$ cat src/rtl/hostirq_pkg.sv
package hostirq_pkg;
   // word addresses of the register map
   localparam int REG_MASK  = 0;
   localparam int REG_SET   = 1;
   localparam int REG_CLR   = 2;
   localparam int REG_PEEK  = 3;
   localparam int REG_TAKE  = 4;
   localparam int REG_ACK   = 5;
   localparam int REG_CFG   = 6;
   localparam int REG_COUNT = 7;

   // configuration register bit positions
   localparam int CFG_EN_BIT  = 0;
   localparam int CFG_LOW_BIT = 1;

   typedef struct packed {
      logic wr_mask;
      logic wr_set;
      logic wr_clr;
      logic wr_ack;
      logic wr_cfg;
      logic rd_take;
   } hostirq_strobe_t;
endpackage

$ cat src/rtl/hostirq_regif.sv
module hostirq_regif
   import hostirq_pkg::*;
#(
   parameter int DATA_W = 32,
   parameter int ADDR_W = 3
) (
   input  logic                clk,
   input  logic                rst_n,
   input  logic [ADDR_W-1:0]   bus_addr,
   input  logic                bus_wr,
   input  logic                bus_rd,
   input  logic [DATA_W-1:0]   bus_wdata,
   input  logic [DATA_W-1:0]   pend_q,
   input  logic [DATA_W-1:0]   mask_q,
   output hostirq_strobe_t     strb,
   output logic                cfg_en,
   output logic                cfg_low,
   output logic [DATA_W-1:0]   bus_rdata
);
   localparam int CFG_W = 2;

   logic [REG_COUNT-1:0] hit;
   logic [CFG_W-1:0]     cfg_q;
   logic [DATA_W-1:0]    rd_mux;

   for (genvar r = 0; r < REG_COUNT; r++) begin : g_hit
      assign hit[r] = (bus_addr == ADDR_W'(r));
   end

   always_comb begin
      strb.wr_mask = bus_wr & hit[REG_MASK];
      strb.wr_set  = bus_wr & hit[REG_SET];
      strb.wr_clr  = bus_wr & hit[REG_CLR];
      strb.wr_ack  = bus_wr & hit[REG_ACK];
      strb.wr_cfg  = bus_wr & hit[REG_CFG];
      strb.rd_take = bus_rd & hit[REG_TAKE];
   end

   always_ff @(posedge clk or negedge rst_n) begin
      if (!rst_n) begin
         cfg_q <= '0;
      end else if (strb.wr_cfg) begin
         cfg_q <= bus_wdata[CFG_W-1:0];
      end
   end

   assign cfg_en  = cfg_q[CFG_EN_BIT];
   assign cfg_low = cfg_q[CFG_LOW_BIT];

   always_comb begin
      rd_mux = '0;
      if (hit[REG_MASK]) rd_mux = mask_q;
      if (hit[REG_PEEK] || hit[REG_TAKE]) rd_mux = pend_q;
      if (hit[REG_CFG]) rd_mux = {{(DATA_W-CFG_W){1'b0}}, cfg_q};
   end

   always_ff @(posedge clk or negedge rst_n) begin
      if (!rst_n) begin
         bus_rdata <= '0;
      end else if (bus_rd) begin
         bus_rdata <= rd_mux;
      end
   end
endmodule

$ cat src/rtl/hostirq_mask.sv
module hostirq_mask
   import hostirq_pkg::*;
#(
   parameter int                DATA_W    = 32,
   parameter logic [DATA_W-1:0] SRC_VALID = 32'h0003_47FF,
   parameter logic [DATA_W-1:0] MASK_RST  = 32'h0000_0001
) (
   input  logic              clk,
   input  logic              rst_n,
   input  hostirq_strobe_t   strb,
   input  logic [DATA_W-1:0] wdata,
   output logic [DATA_W-1:0] mask_q
);
   logic [DATA_W-1:0] mask_d;

   always_comb begin
      mask_d = mask_q;
      if (strb.wr_mask) mask_d = wdata;
      if (strb.wr_set)  mask_d = mask_q | wdata;
      if (strb.wr_clr)  mask_d = mask_q & ~wdata;
   end

   always_ff @(posedge clk or negedge rst_n) begin
      if (!rst_n) begin
         mask_q <= MASK_RST & SRC_VALID;
      end else begin
         mask_q <= mask_d & SRC_VALID;
      end
   end
endmodule

$ cat src/rtl/hostirq_pending.sv
module hostirq_pending
   import hostirq_pkg::*;
#(
   parameter int                DATA_W    = 32,
   parameter logic [DATA_W-1:0] SRC_VALID = 32'h0003_47FF
) (
   input  logic              clk,
   input  logic              rst_n,
   input  hostirq_strobe_t   strb,
   input  logic [DATA_W-1:0] wdata,
   input  logic [DATA_W-1:0] evt_in,
   output logic [DATA_W-1:0] pend_q
);
   logic [DATA_W-1:0] drop;
   logic [DATA_W-1:0] pend_d;

   always_comb begin
      drop = '0;
      if (strb.wr_ack)  drop = drop | wdata;
      if (strb.rd_take) drop = '1;
      // a new event wins over any clear in the same cycle
      pend_d = ((pend_q & ~drop) | evt_in) & SRC_VALID;
   end

   always_ff @(posedge clk or negedge rst_n) begin
      if (!rst_n) begin
         pend_q <= '0;
      end else begin
         pend_q <= pend_d;
      end
   end
endmodule

$ cat src/rtl/hostirq_outdrv.sv
module hostirq_outdrv #(
   parameter int DATA_W  = 32,
   parameter bit OUT_REG = 1'b1
) (
   input  logic              clk,
   input  logic              rst_n,
   input  logic [DATA_W-1:0] pend_q,
   input  logic [DATA_W-1:0] mask_q,
   input  logic              cfg_en,
   input  logic              cfg_low,
   output logic              host_irq
);
   logic raw;
   logic line_d;

   assign raw    = |(pend_q & ~mask_q);
   assign line_d = (raw & cfg_en) ^ cfg_low;

   if (OUT_REG) begin : g_flop
      logic line_q;
      always_ff @(posedge clk or negedge rst_n) begin
         if (!rst_n) begin
            line_q <= 1'b0;
         end else begin
            line_q <= line_d;
         end
      end
      assign host_irq = line_q;
   end else begin : g_comb
      assign host_irq = line_d;
   end
endmodule

$ cat src/rtl/hostirq_ctrl.sv
module hostirq_ctrl
   import hostirq_pkg::*;
#(
   parameter int                DATA_W    = 32,
   parameter int                ADDR_W    = 3,
   parameter logic [DATA_W-1:0] SRC_VALID = 32'h0003_47FF,
   parameter logic [DATA_W-1:0] MASK_RST  = 32'h0000_0001,
   parameter bit                OUT_REG   = 1'b1
) (
   input  logic              clk,
   input  logic              rst_n,
   input  logic [DATA_W-1:0] evt_in,
   input  logic [ADDR_W-1:0] bus_addr,
   input  logic              bus_wr,
   input  logic              bus_rd,
   input  logic [DATA_W-1:0] bus_wdata,
   output logic [DATA_W-1:0] bus_rdata,
   output logic              host_irq
);
   localparam int MIN_ADDR_W = $clog2(REG_COUNT);

   if (ADDR_W < MIN_ADDR_W) begin : g_bad_addr
      $error("hostirq_ctrl: ADDR_W too small for the register map");
   end
   if (DATA_W < 2) begin : g_bad_data
      $error("hostirq_ctrl: DATA_W must hold the configuration bits");
   end
   if ((MASK_RST & ~SRC_VALID) != '0) begin : g_bad_rst
      $error("hostirq_ctrl: MASK_RST names a non-source bit");
   end

   hostirq_strobe_t   strb;
   logic [DATA_W-1:0] pend_q;
   logic [DATA_W-1:0] mask_q;
   logic              cfg_en;
   logic              cfg_low;

   hostirq_regif #(.DATA_W(DATA_W), .ADDR_W(ADDR_W)) u_regif (
      .clk(clk), .rst_n(rst_n), .bus_addr(bus_addr), .bus_wr(bus_wr),
      .bus_rd(bus_rd), .bus_wdata(bus_wdata), .pend_q(pend_q),
      .mask_q(mask_q), .strb(strb), .cfg_en(cfg_en), .cfg_low(cfg_low),
      .bus_rdata(bus_rdata)
   );

   hostirq_mask #(.DATA_W(DATA_W), .SRC_VALID(SRC_VALID), .MASK_RST(MASK_RST)) u_mask (
      .clk(clk), .rst_n(rst_n), .strb(strb), .wdata(bus_wdata), .mask_q(mask_q)
   );

   hostirq_pending #(.DATA_W(DATA_W), .SRC_VALID(SRC_VALID)) u_pend (
      .clk(clk), .rst_n(rst_n), .strb(strb), .wdata(bus_wdata),
      .evt_in(evt_in), .pend_q(pend_q)
   );

   hostirq_outdrv #(.DATA_W(DATA_W), .OUT_REG(OUT_REG)) u_out (
      .clk(clk), .rst_n(rst_n), .pend_q(pend_q), .mask_q(mask_q),
      .cfg_en(cfg_en), .cfg_low(cfg_low), .host_irq(host_irq)
   );
endmodule

$ cat config.mk
export PLATFORM = sky130hd
export DESIGN_NAME = hostirq_ctrl
export DESIGN_NICKNAME = d
export VERILOG_FILES = /design/src/rtl/hostirq_pkg.sv /design/src/rtl/hostirq_regif.sv /design/src/rtl/hostirq_mask.sv /design/src/rtl/hostirq_pending.sv /design/src/rtl/hostirq_outdrv.sv /design/src/rtl/hostirq_ctrl.sv
export SDC_FILE = /design/constraint.sdc
export NUM_CORES = 1
export LEC_CHECK = 0
export BUFFER_PORTS_ARGS = -buffer_cell sky130_fd_sc_hd__buf_2
export CAP_MARGIN = 10
export CORE_ASPECT_RATIO = 0.8
export CORE_MARGIN = 3
export CORE_UTILIZATION = 53
export CTS_CLUSTER_DIAMETER = 80
export DETAILED_ROUTE_END_ITERATION = 10
export HOLD_SLACK_MARGIN = 0.12
export PLACE_DENSITY = 0.81
export SYNTH_ARGS = -nofsm -noshare
export SYNTH_HDL_FRONTEND = slang
export SYNTH_HIERARCHICAL = 1
export SYNTH_SLANG_ARGS = --single-unit
$ cat constraint.sdc
create_clock -name clk -period 1.75 [get_ports clk]
set_input_delay 0.2625 -clock clk [delete_from_list [all_inputs] [get_ports clk]]
set_output_delay 0.2625 -clock clk [all_outputs]
set_load 0.01 [all_outputs]
==> reports/results.ini <==
[worst_setup_path]
end_kind = register
ff2ff_path_depth = 4
r2r-end = u_out/host_irq$_DFF_PN0_
path_class = register to register
reg2reg_from = u_mask/mask_q[0]$_DFFE_PN1P_
cp-start-kind = register
reg2reg_slack_ns = 0.03
cp.required_ns = 2.02
critPathMaxFanout = 2
critical_path_arrival_ns = 1.98

[routing]
drc = 0
via_per_inst = 5.64
num_vias = 2859
route.layer.met1.wl_mm = 3.70
wl_mm = 8.66
drt-pass1-iter-count = 4
wire_per_inst_um = 17.1
drtAntennaViolNets = 0
wl_met3_um = 669
drt_iter0_drc = 133
wl_met2_mm = 4.20
dr.max_layer_used = met4

[timing]
fin_crit_sh_pct = 98.2
tightest_slew_ns = 0.563
finalWorstSetupSlack_ns = 0.0322
finalMaxSlewViolations = 0
skew_ns = 0.00552
period_minus_slack_ns = 1.72
relSlewSlack_pct = 62.4
fmax_mhz = 582
report.final.setup_viol = 0
hold_viol_final = 0

[placed_design]
gp_congestion = 0.778
io_buffers = 67
place_ws_ns = -0.0140
dp_hpwl_mm = 5.87
post-place-cells = 475

[pwr]
finalPower_mw = 3.91
leakagePower_nw = 1.95
p_per_area_mw_per_mm2 = 894
ir_drop_mv = 0.696

[global_routing]
grt_max_degree = 64
grt_use_total_pct = 23.3
grt_antenna_before_repair = 0
overflow = 0
grt_pass1_wl_mm = 14.6
grt_pass1_vias = 2913

[hold_path]
hold_depth = 2
min_from = evt_in[17]
hold_end = u_pend/pend_q[17]$_DFF_PN0_
worst_hold_path_type = input port to register

[clock_network]
clock-root-buffer = clkbuf_8
clkLatencyLatePin_ns = 0.35
cts_max_path_buffers = 2
cts_tree = yes
numClockSinks = 63
htree_levels = 3
clkTransAtPathRegs_ns = 0.07
cts_inserted_buffers = 9

[die]
initial_core_util_pct = 56.1
ios = 104
die_h_um = 80.4
die_x_um = 99
dieArea_mm2 = 0.00796
row_count = 26
fp.coreArea_mm2 = 0.00654

[logic_synthesis]
syn_inst = 333
yosysWarnings = 6
netlist_area_mm2 = 0.00367
avgSynthCellArea_um2 = 11.0

[finish]
syn_to_final_growth_pct = 19.1
drive_gt1_share_pct = 32.6
final_util_pct = 66.8
finalNetCount = 489
seqCellArea_mm2 = 0.00158
multi_input_area_mm2 = 0.00173
nFillCells = 511
layout.cells.non_filler = 507
diodes = 0

[status]
status = complete, no violations

[flow_run]
maxCapViolations = 0

==> layout make-up <==
cell class | instances | share of cell area, %
clock buffer | 10 | 2.92
clock inverter | 6 | 2.49
inverter | 21 | 1.80
multi-input combinational | 226 | 39.7
sequential | 63 | 36.1
tap | 84 | 2.41
timing repair buffer | 97 | 14.6
==> worst max path at each step <==
stage | cells past startpoint | slack (ns) | startpoint | to
2_1_floorplan | 4 | 0.15 | u_mask/mask_q[0]$_DFFE_PN1P_ | u_out/host_irq$_DFF_PN0_
4_1_cts | 5 | 0.02 | u_pend/pend_q[3]$_DFF_PN0_ | u_out/host_irq$_DFF_PN0_
6_report | 4 | 0.03 | u_mask/mask_q[0]$_DFFE_PN1P_ | u_out/host_irq$_DFF_PN0_
5_1_grt | 5 | -0.06 | u_pend/pend_q[6]$_DFF_PN0_ | u_out/host_irq$_DFF_PN0_
3_5_place_dp | 5 | -0.01 | u_pend/pend_q[10]$_DFF_PN0_ | u_out/host_irq$_DFF_PN0_
3_3_place_gp | 5 | 0.09 | u_pend/pend_q[3]$_DFF_PN0_ | u_out/host_irq$_DFF_PN0_
==> through the flow <==
stage	TNS [ns]	area [µm²]	hold WS [ns]
global placement	0	3940	0.301
detailed placement	-0.0140	3940	0.303
CTS	0	4330	0.127
global route	-0.0579	4370	0.121
floorplan	0	3790	-0.0331
finish	0	4370	0.145
==> worst max-delay path: stages, from the launching register on <==
cell and delay (ns):
dfstp_2 0.54, o22ai_1 0.09, or4_4 0.53, o31ai_4 0.32, xnor2_2 0.16
==> layout by cell type, fill, tap and decap left out, types with 3 or more instances in the layout <==
cell,n
buf_2,67
dfrtp_1,62
nor2b_1,41
conb_1,36
a221o_1,30
inv_1,21
nor2_1,19
dlygate4sd3_1,15
nand2_1,15
buf_4,12
a211oi_2,11
a31o_1,10
clkbuf_8,9
o32ai_2,9
o22ai_1,8
a211oi_1,5
nand2b_1,4
a31o_2,4
and4b_1,4
bufinv_16,3
buf_12,3
o32ai_1,3
a2111oi_2,3
==> repair_timing <==
item,in CTS,in global routing
pin swaps,2,7
setup endpoints to repair,1,1
buffers inserted,0,1
hold buffers,15,0
endpoints found under the hold margin,76,0
resized for setup,1,4
==> metal layers <==
layer	GRT usage, %	vias to the layer above
met1	29.5	1416
met4	6.00	0
li1	-	1330
met5	0	-
met2	38.7	103
met3	7.64	10
==> power by group <==
group	internal (mW)	leakage [nW]	total, mW	switching, mW
logic	0.335	1.06	0.697	0.361
clock network	0.944	0.120	1.52	0.572
registers	1.59	0.771	1.69	0.103
==> sequential cells by signal, indices dropped and copies added, names as in the netlist <==
name,count
u_regif/bus_rdata,32
u_pend/pend_q,14
u_mask/mask_q,14
u_out/host_irq,1
u_regif/cfg_q,2
No activity file was read; power rests on OpenSTA's default activity.
